==> config.mk <==
export PLATFORM = sky130hd
export DESIGN_NAME = enc_dist_tracker
export DESIGN_NICKNAME = d
export VERILOG_FILES = /design/src/rtl/enc_trk_pkg.sv /design/src/rtl/trk_rst_sync.sv /design/src/rtl/trk_edge_sync.sv /design/src/rtl/trk_slot.sv /design/src/rtl/trk_alloc.sv /design/src/rtl/enc_dist_tracker.sv
export SDC_FILE = /design/constraint.sdc
export NUM_CORES = 1
export LEC_CHECK = 0
export BUFFER_PORTS_ARGS = -buffer_cell sky130_fd_sc_hd__buf_4
export CAP_MARGIN = 25
export CELL_PAD_IN_SITES_DETAIL_PLACEMENT = 1
export CELL_PAD_IN_SITES_GLOBAL_PLACEMENT = 2
export CORE_ASPECT_RATIO = 0.8
export CORE_MARGIN = 10
export CORE_UTILIZATION = 39
export CTS_CLUSTER_SIZE = 14
export DETAILED_ROUTE_END_ITERATION = 8
export PLACE_DENSITY = 0.76
export SYNTH_ARGS = -nofsm -noshare
export SYNTH_HDL_FRONTEND = slang
export SYNTH_SLANG_ARGS = --single-unit
export TNS_END_PERCENT = 5
==> constraint.sdc <==
create_clock -name clk_i -period 20.9 [get_ports clk_i]
set_clock_uncertainty 0.1 [all_clocks]
set_input_delay 2.09 -clock clk_i [delete_from_list [all_inputs] [get_ports clk_i]]
set_output_delay 2.09 -clock clk_i [all_outputs]
set_load 0.02 [all_outputs]
==> src/rtl/enc_trk_pkg.sv <==
package enc_trk_pkg;

  localparam int DEF_SLOTS  = 10;
  localparam int DEF_DIST_W = 32;
  localparam int SYNC_STAGES = 2;

  typedef enum logic [1:0] {
    SLOT_HOLD   = 2'd0,
    SLOT_LOAD   = 2'd1,
    SLOT_STEP   = 2'd2,
    SLOT_FINISH = 2'd3
  } slot_op_e;

endpackage

==> src/rtl/trk_rst_sync.sv <==
module trk_rst_sync #(
  parameter int STAGES = enc_trk_pkg::SYNC_STAGES
) (
  input  logic clk_i,
  input  logic rst_n_i,
  output logic rst_n_o
);

  logic [STAGES-1:0] chain_q;

  always_ff @(posedge clk_i or negedge rst_n_i) begin
    if (!rst_n_i) begin
      chain_q <= '0;
    end else begin
      chain_q <= {chain_q[STAGES-2:0], 1'b1};
    end
  end

  assign rst_n_o = chain_q[STAGES-1];

endmodule

==> src/rtl/trk_edge_sync.sv <==
module trk_edge_sync #(
  parameter int STAGES = enc_trk_pkg::SYNC_STAGES
) (
  input  logic clk_i,
  input  logic rst_n_i,
  input  logic async_i,
  output logic rise_o
);

  logic [STAGES-1:0] sync_q;
  logic              prev_q;

  always_ff @(posedge clk_i or negedge rst_n_i) begin
    if (!rst_n_i) begin
      sync_q <= '0;
      prev_q <= 1'b0;
    end else begin
      sync_q <= {sync_q[STAGES-2:0], async_i};
      prev_q <= sync_q[STAGES-1];
    end
  end

  assign rise_o = sync_q[STAGES-1] & ~prev_q;

endmodule

==> src/rtl/trk_slot.sv <==
module trk_slot
  import enc_trk_pkg::*;
#(
  parameter int DIST_W = DEF_DIST_W
) (
  input  logic              clk_i,
  input  logic              rst_n_i,
  input  logic              start_i,
  input  logic              step_i,
  input  logic [DIST_W-1:0] load_i,
  output logic              busy_o,
  output logic              done_o
);

  logic              busy_q, busy_d;
  logic [DIST_W-1:0] cnt_q, cnt_d;
  logic [DIST_W-1:0] tgt_q, tgt_d;
  logic              hit;
  logic              clk_en;
  slot_op_e          op;

  assign hit = busy_q & step_i & (cnt_q == tgt_q);

  always_comb begin
    if (start_i) begin
      op = SLOT_LOAD;
    end else if (hit) begin
      op = SLOT_FINISH;
    end else if (busy_q & step_i) begin
      op = SLOT_STEP;
    end else begin
      op = SLOT_HOLD;
    end
  end

  always_comb begin
    busy_d = busy_q;
    cnt_d  = cnt_q;
    tgt_d  = tgt_q;
    unique case (op)
      SLOT_LOAD: begin
        busy_d = 1'b1;
        cnt_d  = '0;
        tgt_d  = load_i;
      end
      SLOT_FINISH: begin
        busy_d = 1'b0;
        cnt_d  = '0;
      end
      SLOT_STEP: begin
        cnt_d = cnt_q + DIST_W'(1);
      end
      default: begin
      end
    endcase
  end

  assign clk_en = (op != SLOT_HOLD);

  always_ff @(posedge clk_i or negedge rst_n_i) begin
    if (!rst_n_i) begin
      busy_q <= 1'b0;
      cnt_q  <= '0;
      tgt_q  <= '0;
    end else if (clk_en) begin
      busy_q <= busy_d;
      cnt_q  <= cnt_d;
      tgt_q  <= tgt_d;
    end
  end

  assign busy_o = busy_q;
  assign done_o = hit;

endmodule

==> src/rtl/trk_alloc.sv <==
module trk_alloc
  import enc_trk_pkg::*;
#(
  parameter int NUM_SLOTS = DEF_SLOTS,
  localparam int IDX_W    = $clog2(NUM_SLOTS)
) (
  input  logic                 clk_i,
  input  logic                 rst_n_i,
  input  logic                 req_i,
  input  logic [NUM_SLOTS-1:0] busy_i,
  input  logic [NUM_SLOTS-1:0] done_i,
  output logic [NUM_SLOTS-1:0] start_o,
  output logic [IDX_W-1:0]     idx_o,
  output logic                 ovf_o
);

  logic [IDX_W-1:0] idx_q, idx_d;
  logic             ovf_q, ovf_d;
  logic             sel_free;
  logic             clk_en;

  always_comb begin
    sel_free = 1'b0;
    for (int i = 0; i < NUM_SLOTS; i++) begin
      if (idx_q == IDX_W'(i)) begin
        sel_free = ~busy_i[i] | done_i[i];
      end
    end
  end

  always_comb begin
    start_o = '0;
    for (int i = 0; i < NUM_SLOTS; i++) begin
      start_o[i] = req_i & sel_free & (idx_q == IDX_W'(i));
    end
  end

  always_comb begin
    idx_d = idx_q;
    ovf_d = ovf_q;
    if (req_i) begin
      if (sel_free) begin
        idx_d = (idx_q == IDX_W'(NUM_SLOTS - 1)) ? '0 : idx_q + IDX_W'(1);
      end else begin
        ovf_d = 1'b1;
      end
    end
  end

  assign clk_en = req_i;

  always_ff @(posedge clk_i or negedge rst_n_i) begin
    if (!rst_n_i) begin
      idx_q <= '0;
      ovf_q <= 1'b0;
    end else if (clk_en) begin
      idx_q <= idx_d;
      ovf_q <= ovf_d;
    end
  end

  assign idx_o = idx_q;
  assign ovf_o = ovf_q;

endmodule

==> src/rtl/enc_dist_tracker.sv <==
module enc_dist_tracker
  import enc_trk_pkg::*;
#(
  parameter int NUM_SLOTS = DEF_SLOTS,
  parameter int DIST_W    = DEF_DIST_W,
  localparam int IDX_W    = $clog2(NUM_SLOTS)
) (
  input  logic              clk_i,
  input  logic              rst_n_i,
  input  logic              err_i,
  input  logic              enc_i,
  input  logic [DIST_W-1:0] dist_i,
  output logic              gate_o,
  output logic              ovf_o
);

  logic                 rst_sync_n;
  logic                 err_rise;
  logic                 enc_rise;
  logic [NUM_SLOTS-1:0] busy_vec;
  logic [NUM_SLOTS-1:0] done_vec;
  logic [NUM_SLOTS-1:0] start_vec;
  logic [IDX_W-1:0]     alloc_idx;
  logic                 gate_q;

  trk_rst_sync u_rst_sync (
    .clk_i   (clk_i),
    .rst_n_i (rst_n_i),
    .rst_n_o (rst_sync_n)
  );

  trk_edge_sync u_err_sync (
    .clk_i   (clk_i),
    .rst_n_i (rst_sync_n),
    .async_i (err_i),
    .rise_o  (err_rise)
  );

  trk_edge_sync u_enc_sync (
    .clk_i   (clk_i),
    .rst_n_i (rst_sync_n),
    .async_i (enc_i),
    .rise_o  (enc_rise)
  );

  trk_alloc #(
    .NUM_SLOTS (NUM_SLOTS)
  ) u_alloc (
    .clk_i   (clk_i),
    .rst_n_i (rst_sync_n),
    .req_i   (err_rise),
    .busy_i  (busy_vec),
    .done_i  (done_vec),
    .start_o (start_vec),
    .idx_o   (alloc_idx),
    .ovf_o   (ovf_o)
  );

  for (genvar g = 0; g < NUM_SLOTS; g++) begin : g_slot
    trk_slot #(
      .DIST_W (DIST_W)
    ) u_slot (
      .clk_i   (clk_i),
      .rst_n_i (rst_sync_n),
      .start_i (start_vec[g]),
      .step_i  (enc_rise),
      .load_i  (dist_i),
      .busy_o  (busy_vec[g]),
      .done_o  (done_vec[g])
    );
  end

  always_ff @(posedge clk_i or negedge rst_sync_n) begin
    if (!rst_sync_n) begin
      gate_q <= 1'b0;
    end else begin
      gate_q <= |done_vec;
    end
  end

  assign gate_o = gate_q;

endmodule

After elaboration in Yosys (flattened, before gate mapping):

Cells that the tools add are included.

* bits of input ports: 36
* latch bits: 0
* word-level logic and storage cells: 289
* ROM bits: 0
* output and inout port bits: 2
* register bits: 664
* memories: 0
* bits in writable memories: 0

* bitwise logic cells: 56
* muxes and demuxes: 61
* $mul: 0
* shift-type cells: 0
* reductions and logical operators: 74
* eq/ne operators: 49
* divide/modulo/power cells: 0
* $lt $le $gt $ge: 0
* add/subtract/negate cells: 11

Operators with widths (count)
* 32-bit one-hot mux with 2 select lines: 10
* 32-bit by 1-bit adder with 32-bit output, second input constant: 10
* 32-bit equality test: 10
* 2-bit AND reduction: 32
* 2-bit two-way mux: 30
* 2-bit nonzero test: 30
* 2-bit equality test, second input constant: 20
* 1-bit bitwise AND: 33
* 2-bit by 1-bit equality test with 1-bit output, second input constant: 10
* 1-bit one-hot mux with 2 select lines: 10
* 2-bit OR reduction: 10
* 4-bit by 3-bit equality test with 1-bit output, second input constant: 4
* 1-bit NOT: 13
* 1-bit two-way mux: 10
* 1-bit OR: 10
* 10-bit OR reduction: 1
* 4-bit by 2-bit equality test with 1-bit output, second input constant: 2
* 4-bit equality test, second input constant: 2
* 4-bit by 1-bit adder with 4-bit output, second input constant: 1
* 4-bit by 1-bit equality test with 1-bit output, second input constant: 1
* 4-bit zero test: 1
* 4-bit two-way mux: 1

Longest topological paths before layout:

Gate-level depths: netlist of the first run.

* word-level depth: 22
* depth in mapped cells: 13

Hierarchy:

From an unflattened synthesis of the first run, not the netlist that was laid out.

* cell total of the unflattened synthesis: 3267
* area total of the unflattened synthesis: 35023.6 um2

By module, submodules not included
* trk_slot: cells an instance 319, area an instance 3420.8 um2, times used 10, seq. area each 1626.6 um2
* trk_alloc: cells an instance 61, area an instance 538.0 um2, times used 1, seq. area each 125.1 um2
* trk_edge_sync: cells an instance 4, area an instance 88.8 um2, times used 2, seq. area each 75.1 um2
* trk_rst_sync: cells an instance 3, area an instance 53.8 um2, times used 1, seq. area each 50.0 um2
* enc_dist_tracker: cells an instance 5, area an instance 46.3 um2, times used 1, seq. area each 25.0 um2

Worst setup path after synthesis of the first run:

No wires, ideal clock.

* path type: register to register
* from: reg u_enc_sync.prev_q
* to: reg g_slot[1].u_slot.tgt_q[10]
* stages on the path, launching flop included: 14
* data arrival time: 3165 ps
* data required time: 20675 ps
* setup time: 125 ps
* setup slack: 17510 ps
* path through: dfrtp_1 -> and2b_1 -> buf_4 -> and2_1 -> buf_4 -> nand4_1 -> or4b_1 -> o21ai_2 -> nand4_2 -> o21a_1 -> buf_2 -> nor3_2 -> buf_2 -> mux2_2

* longest elaborated chain between the ends: 20
* elaborated cells between the ends (all ways): 50
* those cells by class: 1 x eq/ne; 13 x mux; 34 x bitwise; 2 x reduce/logical

RTL lines
* start: declaration: RTL line trk_edge_sync.sv:11 `logic prev_q;`
* start signal: assignment: RTL line trk_edge_sync.sv:19 `prev_q <= sync_q[STAGES-1];`
* 1-bit NOT (*): RTL line trk_edge_sync.sv:23 `assign rise_o = sync_q[STAGES-1] & ~prev_q;`
* 1-bit bitwise AND (*): RTL line trk_edge_sync.sv:23
* 1-bit bitwise AND (2 in series): RTL line trk_slot.sv:22 `assign hit = busy_q & step_i & (cnt_q == tgt_q);`
* 1-bit OR: RTL line trk_alloc.sv:26 `sel_free = ~busy_i[i] | done_i[i];`
* 1-bit two-way mux (10 in series): RTL line trk_alloc.sv:25 `if (idx_q == IDX_W'(i)) begin`
* 1-bit bitwise AND (2 in series): RTL line trk_alloc.sv:34 `start_o[i] = req_i & sel_free & (idx_q == IDX_W'(i));`
* 2-bit two-way mux (*): RTL line trk_slot.sv:25 `if (start_i) begin`
* 2-bit by 1-bit equality test with 1-bit output or 2-bit nonzero test (tied branches): RTL line trk_slot.sv:40, trk_slot.sv:58
* 2-bit AND reduction (no source line) (*)
* end signal: assignment: RTL line trk_slot.sv:68 `tgt_q <= tgt_d;`
* end: declaration: RTL line trk_slot.sv:17 `logic [DIST_W-1:0] tgt_q, tgt_d;`

Every way passes the cells marked *; elsewhere a longest branch is shown, timed or not.
A chain may end at the register's enable or synchronous reset.

Worst setup path after layout of the first run:

* from: reg u_enc_sync.prev_q
* to: reg g_slot[2].u_slot.tgt_q[27]

* longest elaborated chain between the ends: 20
* elaborated cells between the ends (all ways): 50
* those cells by class: 1 x eq/ne; 13 x mux; 34 x bitwise; 2 x reduce/logical

RTL lines (RTL line)
* 1-bit NOT (*): trk_edge_sync.sv:23
* 1-bit bitwise AND (*): trk_edge_sync.sv:23
* 1-bit bitwise AND (2 in series): trk_slot.sv:22
* 1-bit OR: trk_alloc.sv:26
* 1-bit two-way mux (10 in series): trk_alloc.sv:25
* 1-bit bitwise AND (2 in series): trk_alloc.sv:34
* 2-bit two-way mux (*): trk_slot.sv:25
* 2-bit by 1-bit equality test with 1-bit output or 2-bit nonzero test (tied branches): trk_slot.sv:40, trk_slot.sv:58
* 2-bit AND reduction (no source line) (*)
* end signal: assignment: trk_slot.sv:68
* end: declaration: trk_slot.sv:17

Marked as above.

==> metrics.md, run 1 <==
| Metric | Value |
|---|---|
| Power consumption | `3.07 mW` |
| Seq/Total Area, Yosys | `51.9%` |
| DIE AREA | `0.0941 sq mm` |
| Post-CTS setup repair buffer count | `0` |
| Clock Path Buffers | `3` |
| Yosys top cell by area | `dfrtp_1` |
| Max-Slew Margin vs Limit | `30.2%` |
| Worst hold start | `u_rst_sync.chain_q[0]$_DFF_PN0_` |
| Core Util, Final | `44.4%` |
| Worst Path Required | `21,290 ps` |
| CTS tree | `built` |
| Commonest non-fill, non-tap cell in the layout | `dfrtp_1` |
| Adder-cell area share of the yosys netlist | `0.391%` |
| Syn_nets | `2,940` |
| Non-Filler Instances | `4,044` |
| Nets@finish | `2,947` |
| Hold Crit Depth | `0` |
| Root Buffer Master | `clkbuf_16` |
| Drt drc | `0` |
| Post-DR wirelength/cell | `23.4 microns` |
| Worst reg2reg setup slack | `16,250 ps` |
| FF-to-FF Start | `u_enc_sync.prev_q$_DFF_PN0_` |
| Worst r2r dst | `g_slot[2].u_slot.tgt_q[27]$_DFFE_PN0P_` |
| DR vias | `21,800` |
| Hold Path Class | `flop to flop` |
| # IOs | `38` |
| TritonRoute pass-1 iters | `7` |
| Total Wirelength | `94,500 microns` |
| HPWL after DPL | `62,700 microns` |
| Async SR Flop Fraction | `100%` |
| Clock power frac | `42.8%` |
| Worst-Skew Late Latency | `640 ps` |
| Status | `complete, no violations` |
| Crit end category | `flop` |
| Post-CTS sizing | `0` |
| # placed instances | `3,917` |
| Detail Route Antenna Nets | `0` |
| Hold endpoint | `u_rst_sync.chain_q[1]$_DFF_PN0_` |
| WP data arrival | `5040 ps` |
| Main combinational cell family by area after synthesis | `XOR/XNOR gates` |
| Synth Area in Compound Gates | `0.926%` |
| Final instance area | `0.0359 sq mm` |
| FF-to-FF path depth | `10` |
| Mux cell area share after synthesis | `11.7%` |
| Setup violations, final | `0` |
| Combinational Power Share | `9.5%` |
| Sw frac | `26.1%` |
| Top FF cell, synth | `dfrtp_1` |
| Initial core utilization | `39.6%` |
| DR vias/cell | `5.38` |
| Pint | `2.27 mW` |
| GPL Wtd Cong | `0.839` |
| Row cnt | `93` |
| Cells after Synth | `2,894` |
| Die Wd | `340 microns` |
| Crit path launch type | `flop` |
| RSZ-0062 raised after global routing | `no` |
| Power per cell area | `85.5 mW/mm^2` |
| Synthesized cell area | `0.0320 sq mm` |
| Top cell type's share of synthesized area | `51.9%` |
| Clock period minus worst slack | `4650 ps` |
| Setup TNS Final | `0 ps` |
| Max-cap viol count | `0` |
| Largest net degree at the start of global routing | `168` |
| Initial antenna violation count | `19` |
| Starting DRC count in detailed routing | `1,589` |
| Area grow syn2layout | `12.1%` |
| Mean Syn Cell Area | `11.1 sq um` |
| Largest fanout on the critical path | `30` |
| GR Util All Layers | `19.8%` |
| Post-synthesis xor/xnor area fraction | `17.2%` |
| P_sw | `0.801 mW` |
| CTS sink cnt | `664` |
| Unique masters post-synth | `54` |
| # hold bufs at CTS | `0` |
| Worst vdd ir | `0.0639 mV` |
| Worst Max-Slew Pin Slew | `1020 ps` |
| Vias in the first global route | `23,000` |
| Seq cells post-synth | `664` |
| Congestion Overflow GR | `0` |
| Final hold violation count | `0` |
| Slew Viols, Final | `0` |
| Reg clk slew, reported paths | `60 ps` |
| Simple-gate share of the synthesized area | `16.0%` |
| First-pass GRT wire length | `145,000 microns` |
| LEAKAGE | `15.0 nW` |
| Post-DP Area | `0.0334 sq mm` |
| Core ar. | `0.0810 sq mm` |
| Seq pwr share | `47.7%` |
| Layout cells sized above 1 | `17.8%` |
| Synth warn | `0` |
| Die Ht | `276 microns` |
| Number of synthesized flops with an enable pin | `0` |
| Most frequent cells in the layout | `dfrtp_1, nor2_1, xnor2_1` |
| Fin crit share | `22.2%` |
| TritonCTS Buffers | `72` |
| Buffers on Ports | `37` |
| CP Class | `flop to flop` |
| Synth top area cells | `dfrtp_1, mux2_2, xnor2_1, xor2_1, nor2_1` |
| Achievable Freq | `0.215 GHz` |
| Htree depth | `3` |
## per-layer routing
metal | GRT usage [%] | part of all wire, % | vias to the layer above
li1 | - | - | 9786
met5 | 0 | 0.014 | -
met4 | 5.38 | 2.6 | 2
met1 | 28.5 | 46 | 11300
met2 | 29.9 | 44 | 513
met3 | 4.15 | 6.7 | 152
## power groups by stage
stage / sequential, mW / combinational (mW) / clock, mW
finish: 1.47 / 0.290 / 1.32
global route: 1.48 / 0.320 / 1.41
CTS: 1.46 / 0.293 / 1.35
detailed placement: 1.49 / 0.289 / 0
global placement: 1.48 / 0.278 / 0
floorplan: 1.47 / 0.191 / 0
## sequential cells by signal (all words and copies together), names as in the netlist
signal and count:
u_err_sync.prev_q 1, u_alloc.ovf_o 1, gate_o 1, u_rst_sync.chain_q 2
g_slot.u_slot.cnt_q 320, u_enc_sync.prev_q 1, u_alloc.idx_o 4, g_slot.u_slot.busy_o 10
u_enc_sync.sync_q 2, u_err_sync.sync_q 2, g_slot.u_slot.tgt_q 320
## per-stage QoR
stage	worst slack, ps	hold slack, ps
2_1_floorplan	922	231
3_3_place_gp	16160	240
3_5_place_dp	16020	241
4_1_cts	15980	255
5_1_grt	16040	268
6_report	16250	249
## worst max-delay path: stages (launching register included)
cell and delay, ps:
dfrtp_1 450, and2b_1 540, and2_1 330, nand4_1 140, or4b_1 580, o21ai_2 220
nand4_2 260, o21a_1 450, or4_2 810, buf_12 260, mux2_4 320
## final cells by class
class / instances / area, sq um
sequential: 664 / 16600
timing repair buffer: 65 / 561
multi-input combinational: 2079 / 14900
inverter: 19 / 71.3
fill: 8710 / 45100
clock buffer: 107 / 2220
clock inverter: 17 / 205
tap: 1092 / 1370
antenna: 1 / 2.50
## cells in the mapped netlist (all sizes together) (4+ instances only)
master and number:
a21o 7, or4 6, o21ai 15, ha 10, and2 14, nand4 144, and4 15, xor2 265
mux2i 5, nand2b 4, xnor2 363, or3 5, buf 58, nor4 32, nor3 42, and3 61
nor2 409, nor4b 5, a31oi 4, mux2 320, or2 7, nand2 175, clkbuf 74, dfrtp 664
nor3b 4, and3b 6, nand3 129, nor2b 5, a21oi 10, inv 19
## how the worst max path moves through the flow
| stage | start | slack, ps | cells past startpoint | end |
|---|---|---|---|---|
| 2_1_floorplan | u_rst_sync.chain_q[1]$_DFF_PN0_ | 920 | 0 | g_slot[0].u_slot.busy_o$_DFFE_PN0P_ |
| 3_3_place_gp | u_enc_sync.prev_q$_DFF_PN0_ | 16160 | 9 | g_slot[2].u_slot.tgt_q[30]$_DFFE_PN0P_ |
| 3_5_place_dp | u_enc_sync.prev_q$_DFF_PN0_ | 16020 | 9 | g_slot[2].u_slot.tgt_q[27]$_DFFE_PN0P_ |
| 4_1_cts | u_enc_sync.prev_q$_DFF_PN0_ | 15980 | 9 | g_slot[2].u_slot.tgt_q[27]$_DFFE_PN0P_ |
| 5_1_grt | u_enc_sync.prev_q$_DFF_PN0_ | 16040 | 10 | g_slot[2].u_slot.tgt_q[10]$_DFFE_PN0P_ |
| 6_report | u_enc_sync.prev_q$_DFF_PN0_ | 16250 | 10 | g_slot[2].u_slot.tgt_q[27]$_DFFE_PN0P_ |
## logic make-up (layout without fill, tap and decap cells)
logic type / after synthesis / after routing
buffers and inverters: 151 / 208
AO/OA/AOI/OAI: 46 / 46
AND/OR/NAND/NOR: 1069 / 1069
multiplexers: 325 / 325
XOR/XNOR: 628 / 628
adder cells (fa/ha/maj): 10 / 10
flip-flops: 664 / 664
other: 1 / 2
Note: power is estimated with default switching activity, not from simulation.
==> run 2: changes to the inputs <==
--- a/config.mk
+++ b/config.mk
@@ -11,10 +11,10 @@
 export CELL_PAD_IN_SITES_GLOBAL_PLACEMENT = 2
 export CORE_ASPECT_RATIO = 0.8
 export CORE_MARGIN = 10
-export CORE_UTILIZATION = 39
+export CORE_UTILIZATION = 43
 export CTS_CLUSTER_SIZE = 14
 export DETAILED_ROUTE_END_ITERATION = 8
-export PLACE_DENSITY = 0.76
+export PLACE_DENSITY = 0.79
 export SYNTH_ARGS = -nofsm -noshare
 export SYNTH_HDL_FRONTEND = slang
 export SYNTH_SLANG_ARGS = --single-unit
==> constraint.sdc (replaced) <==
create_clock -name clk_i -period 4.5 [get_ports clk_i]
set_clock_uncertainty 0.1 [all_clocks]
set_input_delay 0.45 -clock clk_i [delete_from_list [all_inputs] [get_ports clk_i]]
set_output_delay 0.45 -clock clk_i [all_outputs]
set_load 0.02 [all_outputs]
==> run 2 against run 1 <==
Net effect:
- cell area about the same
- sequential power increased to 4.6 times the previous value
- sequential cell count unchanged
- die area decreased by 8.7%
- critical path type unchanged
- critical endpoint is now g_slot[2].u_slot.tgt_q[16]$_DFFE_PN0P_
- largest power group unchanged
==> metrics.md, run 2 (synthesis gave the netlist of run 1 again) <==
| Metric | Value |
|---|---|
| Power per cell area | `396 mW/mm^2` |
| Pre-CTS WS | `487 ps` |
| Initial core utilization | `43.4%` |
| Nets@finish | `2,966` |
| Starting DRC count in detailed routing | `1,620` |
| CP most frequent cell | `buf_4` |
| CTS sink cnt | `664` |
| Crit end category | `flop` |
| Area of the multi-input gates | `0.0149 sq mm` |
| Worst path slowest cell | `or4_2` |
| DIE AREA | `0.0859 sq mm` |
| RSZ-0062 raised after global routing | `no` |
| Setup TNS Final | `0 ps` |
| CTS tree | `built` |
| CP cell instances | `xnor2_1 > nand4_1 > nor4_1 > buf_4 > a31oi_1 > o22ai_1 > a41oi_1 > o21a_1 > or4_2 > buf_4 > mux2_4` |
| Row cnt | `89` |
| Met3 usage in global routing | `2.91%` |
| Max-Slew Margin vs Limit | `34.1%` |
| Status | `complete, no violations` |
| Initial antenna violation count | `13` |
| Met1 GRT Util | `33.3%` |
| Setup violations, final | `0` |
| Slew Viols, Final | `0` |
| Gr busiest metal | `met2` |
| TritonRoute pass-1 iters | `5` |
| Die Wd | `325 microns` |
| Post-CTS setup repair buffer count | `0` |
| Drt drc | `0` |
| Reg clk slew, reported paths | `60 ps` |
| Fin worst setup slack | `335 ps` |
| Max-cap viol count | `0` |
| GPL Wtd Cong | `0.866` |
| Fin crit share | `92.5%` |
| Power consumption | `14.2 mW` |
| Layout cells sized above 1 | `18.1%` |
| Clock period minus worst slack | `4160 ps` |
| Clock Path Buffers | `3` |
| Achievable Freq | `0.240 GHz` |
| Register area | `0.0166 sq mm` |
| TritonCTS Buffers | `73` |
| Largest net degree at the start of global routing | `110` |
| CP Class | `flop to flop` |
| Root Buffer Master | `clkbuf_16` |
| Post-DR wirelength/cell | `24.0 microns` |
| Most frequent cells in the layout | `dfrtp_1, nor2_1, xnor2_1` |
| Worst-Skew Late Latency | `640 ps` |
| Htree depth | `3` |
| # IOs | `38` |
| Met2 usage | `33.5%` |
| HPWL after DPL | `62,800 microns` |
| Core ar. | `0.0738 sq mm` |
| WP data arrival | `4570 ps` |
| LEAKAGE | `15.0 nW` |
| Die Ht | `264 microns` |
| Largest fanout on the critical path | `33` |
| Hold Path Class | `input pin to flop` |
| Vias in the first global route | `23,400` |
| Crit path launch type | `flop` |
| Total Wirelength | `95,600 microns` |
| DR vias/cell | `5.56` |
| DR vias | `22,100` |
| Detail Route Antenna Nets | `0` |
| Buffers on Ports | `37` |
| # fillers | `7,798` |
| Worst Max-Slew Pin Slew | `979 ps` |
| First-pass GRT wire length | `149,000 microns` |
| Final hold violation count | `0` |
| Worst Path Required | `4900 ps` |
| Worst vdd ir | `0.257 mV` |
| Area grow syn2layout | `12.1%` |
| Critical Path Max Stage Delay | `610 ps` |
| GR Util All Layers | `22.2%` |
| Commonest non-fill, non-tap cell in the layout | `dfrtp_1` |
| Congestion Overflow GR | `0` |
run 2: cell types whose count changed in the layout (fill, tap and decap cells not counted), moves of 2 or more:
| cell | previous run | this run |
|---|---|---|
| buf_16 | 2 | 0 |
| dlygate4sd3_1 | 0 | 4 |
| clkbuf_8 | 20 | 17 |
| clkinv_2 | 9 | 13 |
| clkbuf_1 | 11 | 15 |
| buf_4 | 60 | 72 |
| diode_2 | 1 | 3 |
| inv_6 | 1 | 4 |
| buf_12 | 2 | 7 |
run 2: per-stage QoR:
step           cells  hold WS, ps  util, %  cell area [sq um]
2_1_floorplan   2894         54.4        -              32000
3_3_place_gp    3842          135     45.4              33500
3_5_place_dp    3842          137     45.4              33500
4_1_cts         3974          200     48.6              35900
5_1_grt         3974          209     48.6              35900
6_report        3977          243     48.6              35900
run 2: metal layers:
metal	share of wire, %	up-vias
met3	4.8	126
met5	0	-
li1	-	9815
met4	2.2	0
met2	44	514
met1	49	11600
run 2: power breakdown:
group          total [mW]  switching (mW)  internal, mW
clock                6.04            2.53          3.51
combinational        1.35           0.759         0.594
sequential           6.82           0.482          6.33
run 2: area by class of cell:
class / instances / share of cell area, %
antenna: 3 / 0.0209
clock buffer: 107 / 6.04
clock inverter: 21 / 0.551
inverter: 19 / 0.199
multi-input combinational: 2079 / 41.4
sequential: 664 / 46.3
tap: 1001 / 3.49
timing repair buffer: 83 / 2.01
run 2: worst max-delay path: cells and delay by family, from the launching register on:
family | cells | cell delay, ps
and+or+nand+nor | 3 | 1390
buffers and inverters | 2 | 550
xor gates and xnor gates | 1 | 380
muxes | 1 | 370
AOI/OAI and AO/OA | 4 | 780
DFF | 1 | 430
run 2: path summary, 6_finish.rpt:
| check | from | endpoint | slack, ps | cells past startpoint |
|---|---|---|---|---|
| worst max-delay path | g_slot[1].u_slot.cnt_q[20]$_DFFE_PN0P_ | g_slot[2].u_slot.tgt_q[16]$_DFFE_PN0P_ | 340 | 11 |
| worst min-delay path | dist_i[3] | g_slot[7].u_slot.tgt_q[3]$_DFFE_PN0P_ | 240 | 2 |
| worst max register to register | g_slot[1].u_slot.cnt_q[20]$_DFFE_PN0P_ | g_slot[2].u_slot.tgt_q[16]$_DFFE_PN0P_ | 340 | 11 |
| worst min register to register | u_rst_sync.chain_q[1]$_DFF_PN0_ | g_slot[6].u_slot.cnt_q[22]$_DFFE_PN0P_ | 250 | 0 |
| max in group asynchronous | u_rst_sync.chain_q[1]$_DFF_PN0_ | g_slot[8].u_slot.cnt_q[2]$_DFFE_PN0P_ | 2820 | 2 |
| min in group asynchronous | u_rst_sync.chain_q[1]$_DFF_PN0_ | g_slot[6].u_slot.cnt_q[22]$_DFFE_PN0P_ | 250 | 0 |
run 2: repair_timing:
action / in CTS / in global routing
resized for setup: 0 / 0
hold endpoints to repair: 4 / 0
hold buffers: 4 / 0
==> run 3: changes to the inputs <==
--- a/config.mk
+++ b/config.mk
@@ -15,6 +15,7 @@
 export CTS_CLUSTER_SIZE = 14
 export DETAILED_ROUTE_END_ITERATION = 8
 export PLACE_DENSITY = 0.79
+export RECOVER_POWER = 100
 export SYNTH_ARGS = -nofsm -noshare
 export SYNTH_HDL_FRONTEND = slang
 export SYNTH_SLANG_ARGS = --single-unit
==> run 3 against run 2 <==
Net effect:
- the run now ends with max-capacitance violations, max-slew violations left
- utilization shrank 0.37 points
- die area is the same
- cell count grew 0.25%
- total power shrank 0.16%
- register-to-register slack gained 50 ps
- largest cell class unchanged
==> metrics.md, run 3 (synthesis gave the netlist of run 1 again) <==
| Metric | Value |
|---|---|
| Htree depth | `3` |
| # IOs | `38` |
| Final hold violation count | `0` |
| Drt drc | `0` |
| Setup TNS Final | `0 ps` |
| Core ar. | `0.0738 sq mm` |
| RSZ-0062 raised after global routing | `no` |
| Largest net degree at the start of global routing | `110` |
| WP data arrival | `4500 ps` |
| Crit end category | `flop` |
| Fin crit share | `91.4%` |
| Buffers on Ports | `37` |
| Max-Slew Margin vs Limit | `-32.4%` |
| CP endpoint | `g_slot[2].u_slot.cnt_q[15]$_DFFE_PN0P_` |
| Total Wirelength | `95,500 microns` |
| Setup violations, final | `0` |
| Failing checks | `max-capacitance violations, max-slew violations` |
| Status | `finished with violations` |
| DR vias/cell | `5.53` |
| Detail Route Antenna Nets | `0` |
| Hold Path Class | `input pin to flop` |
| First-pass GRT wire length | `149,000 microns` |
| Initial core utilization | `43.4%` |
| FF-to-FF path depth | `12` |
| Max-cap viol count | `7` |
| CTS sink cnt | `664` |
| # fillers | `7,844` |
| Starting DRC count in detailed routing | `1,733` |
| Nets@finish | `2,966` |
| Vias in the first global route | `23,400` |
| Achievable Freq | `0.243 GHz` |
| Worst Setup SP | `g_slot[1].u_slot.cnt_q[20]$_DFFE_PN0P_` |
| CTS tree | `built` |
| LEAKAGE | `14.8 nW` |
| TritonCTS Buffers | `73` |
| Reg clk slew, reported paths | `60 ps` |
| Post-CTS setup repair buffer count | `0` |
| Most frequent cells in the layout | `dfrtp_1, nor2_1, xnor2_1` |
| DIE AREA | `0.0859 sq mm` |
| Core Util, Final | `48.3%` |
| DR vias | `22,000` |
| Worst Max-Slew Pin Slew | `1990 ps` |
| Worst hold margin | `223 ps` |
| Post-DR wirelength/cell | `24.0 microns` |
| Crit path launch type | `flop` |
| TritonRoute pass-1 iters | `5` |
| Row cnt | `89` |
| Largest fanout on the critical path | `32` |
| Worst vdd ir | `0.262 mV` |
| # hold bufs at CTS | `4` |
| Power per cell area | `398 mW/mm^2` |
| Worst-Skew Late Latency | `630 ps` |
| Initial antenna violation count | `17` |
| FF-to-FF Start | `g_slot[1].u_slot.cnt_q[20]$_DFFE_PN0P_` |
| Worst r2r dst | `g_slot[2].u_slot.cnt_q[15]$_DFFE_PN0P_` |
| Die Ht | `264 microns` |
| Slew Viols, Final | `414` |
| Die Wd | `325 microns` |
| Worst Path Required | `4890 ps` |
| Area grow syn2layout | `11.2%` |
| Root Buffer Master | `clkbuf_16` |
| Clock Path Buffers | `3` |
| Congestion Overflow GR | `0` |
| CP Class | `flop to flop` |
| Layout cells sized above 1 | `16.4%` |
| Post-CTS sizing | `0` |
| Commonest non-fill, non-tap cell in the layout | `dfrtp_1` |
| Clock period minus worst slack | `4110 ps` |
| GR Util All Layers | `22.2%` |
| Worst reg2reg setup slack | `390 ps` |
| HPWL after DPL | `62,800 microns` |
| GPL Wtd Cong | `0.866` |
==> run 3: final cells by class <==
cell class	instances	area, sq um	area share (%)
Inverter	19	71.3	0.200
Multi-Input combinational cell	2079	14700	41.3
Timing Repair Buffer	83	579	1.63
Sequential cell	664	16600	46.6
Clock buffer	107	2170	6.08
Antenna cell	13	32.5	0.0913
Clock inverter	21	198	0.555
Tap cell	1001	1250	3.51
==> run 3: layer usage <==
layer	GRT usage [%]	up-vias	wire length [microns]
li1	-	9832	-
met1	33.3	11600	45200
met2	33.5	536	42400
met3	2.91	123	6000
met4	5.71	0	1990
met5	0	-	0
==> run 3: worst min path at each step <==
| stage | startpoint | slack [ps] | cells past startpoint | end |
|---|---|---|---|---|
| 2_1_floorplan | rst_n_i | 50 | 0 | u_rst_sync.chain_q[0]$_DFF_PN0_ |
| 3_3_place_gp | rst_n_i | 130 | 1 | u_rst_sync.chain_q[0]$_DFF_PN0_ |
| 4_1_cts | dist_i[2] | 200 | 2 | g_slot[2].u_slot.tgt_q[2]$_DFFE_PN0P_ |
| 3_5_place_dp | rst_n_i | 140 | 1 | u_rst_sync.chain_q[0]$_DFF_PN0_ |
| 6_report | dist_i[2] | 220 | 2 | g_slot[2].u_slot.tgt_q[2]$_DFFE_PN0P_ |
| 5_1_grt | dist_i[3] | 190 | 2 | g_slot[2].u_slot.tgt_q[3]$_DFFE_PN0P_ |
==> run 3: metrics by stage <==
stage	cells	cell area, sq um	setup slack [ps]	power [mW]
after floorplan	2894	32000	-2020	7.72
final	3987	35600	386	14.2
after global placement	3842	33500	535	8.18
after CTS	3974	35900	401	14.4
after global routing	3974	35600	131	14.8
after detailed placement	3842	33500	487	8.26
==> run 3: power breakdown <==
| group | leakage, nW | internal [mW] | switching [mW] |
|---|---|---|---|
| logic | 5.38 | 0.576 | 0.758 |
| clock network | 1.18 | 3.51 | 2.53 |
| registers | 8.21 | 6.33 | 0.479 |
==> run 3: critical path, cell delays in order, from the launching register on <==
cell and delay (ps):
dfrtp_1 430, xnor2_1 390, nand4_1 190, nor4_1 530
buf_4 210, a31oi_1 110, o22ai_1 260, a41oi_1 200
o21a_1 220, clkbuf_1 260, o41ai_1 520, buf_4 430
nor2_1 110
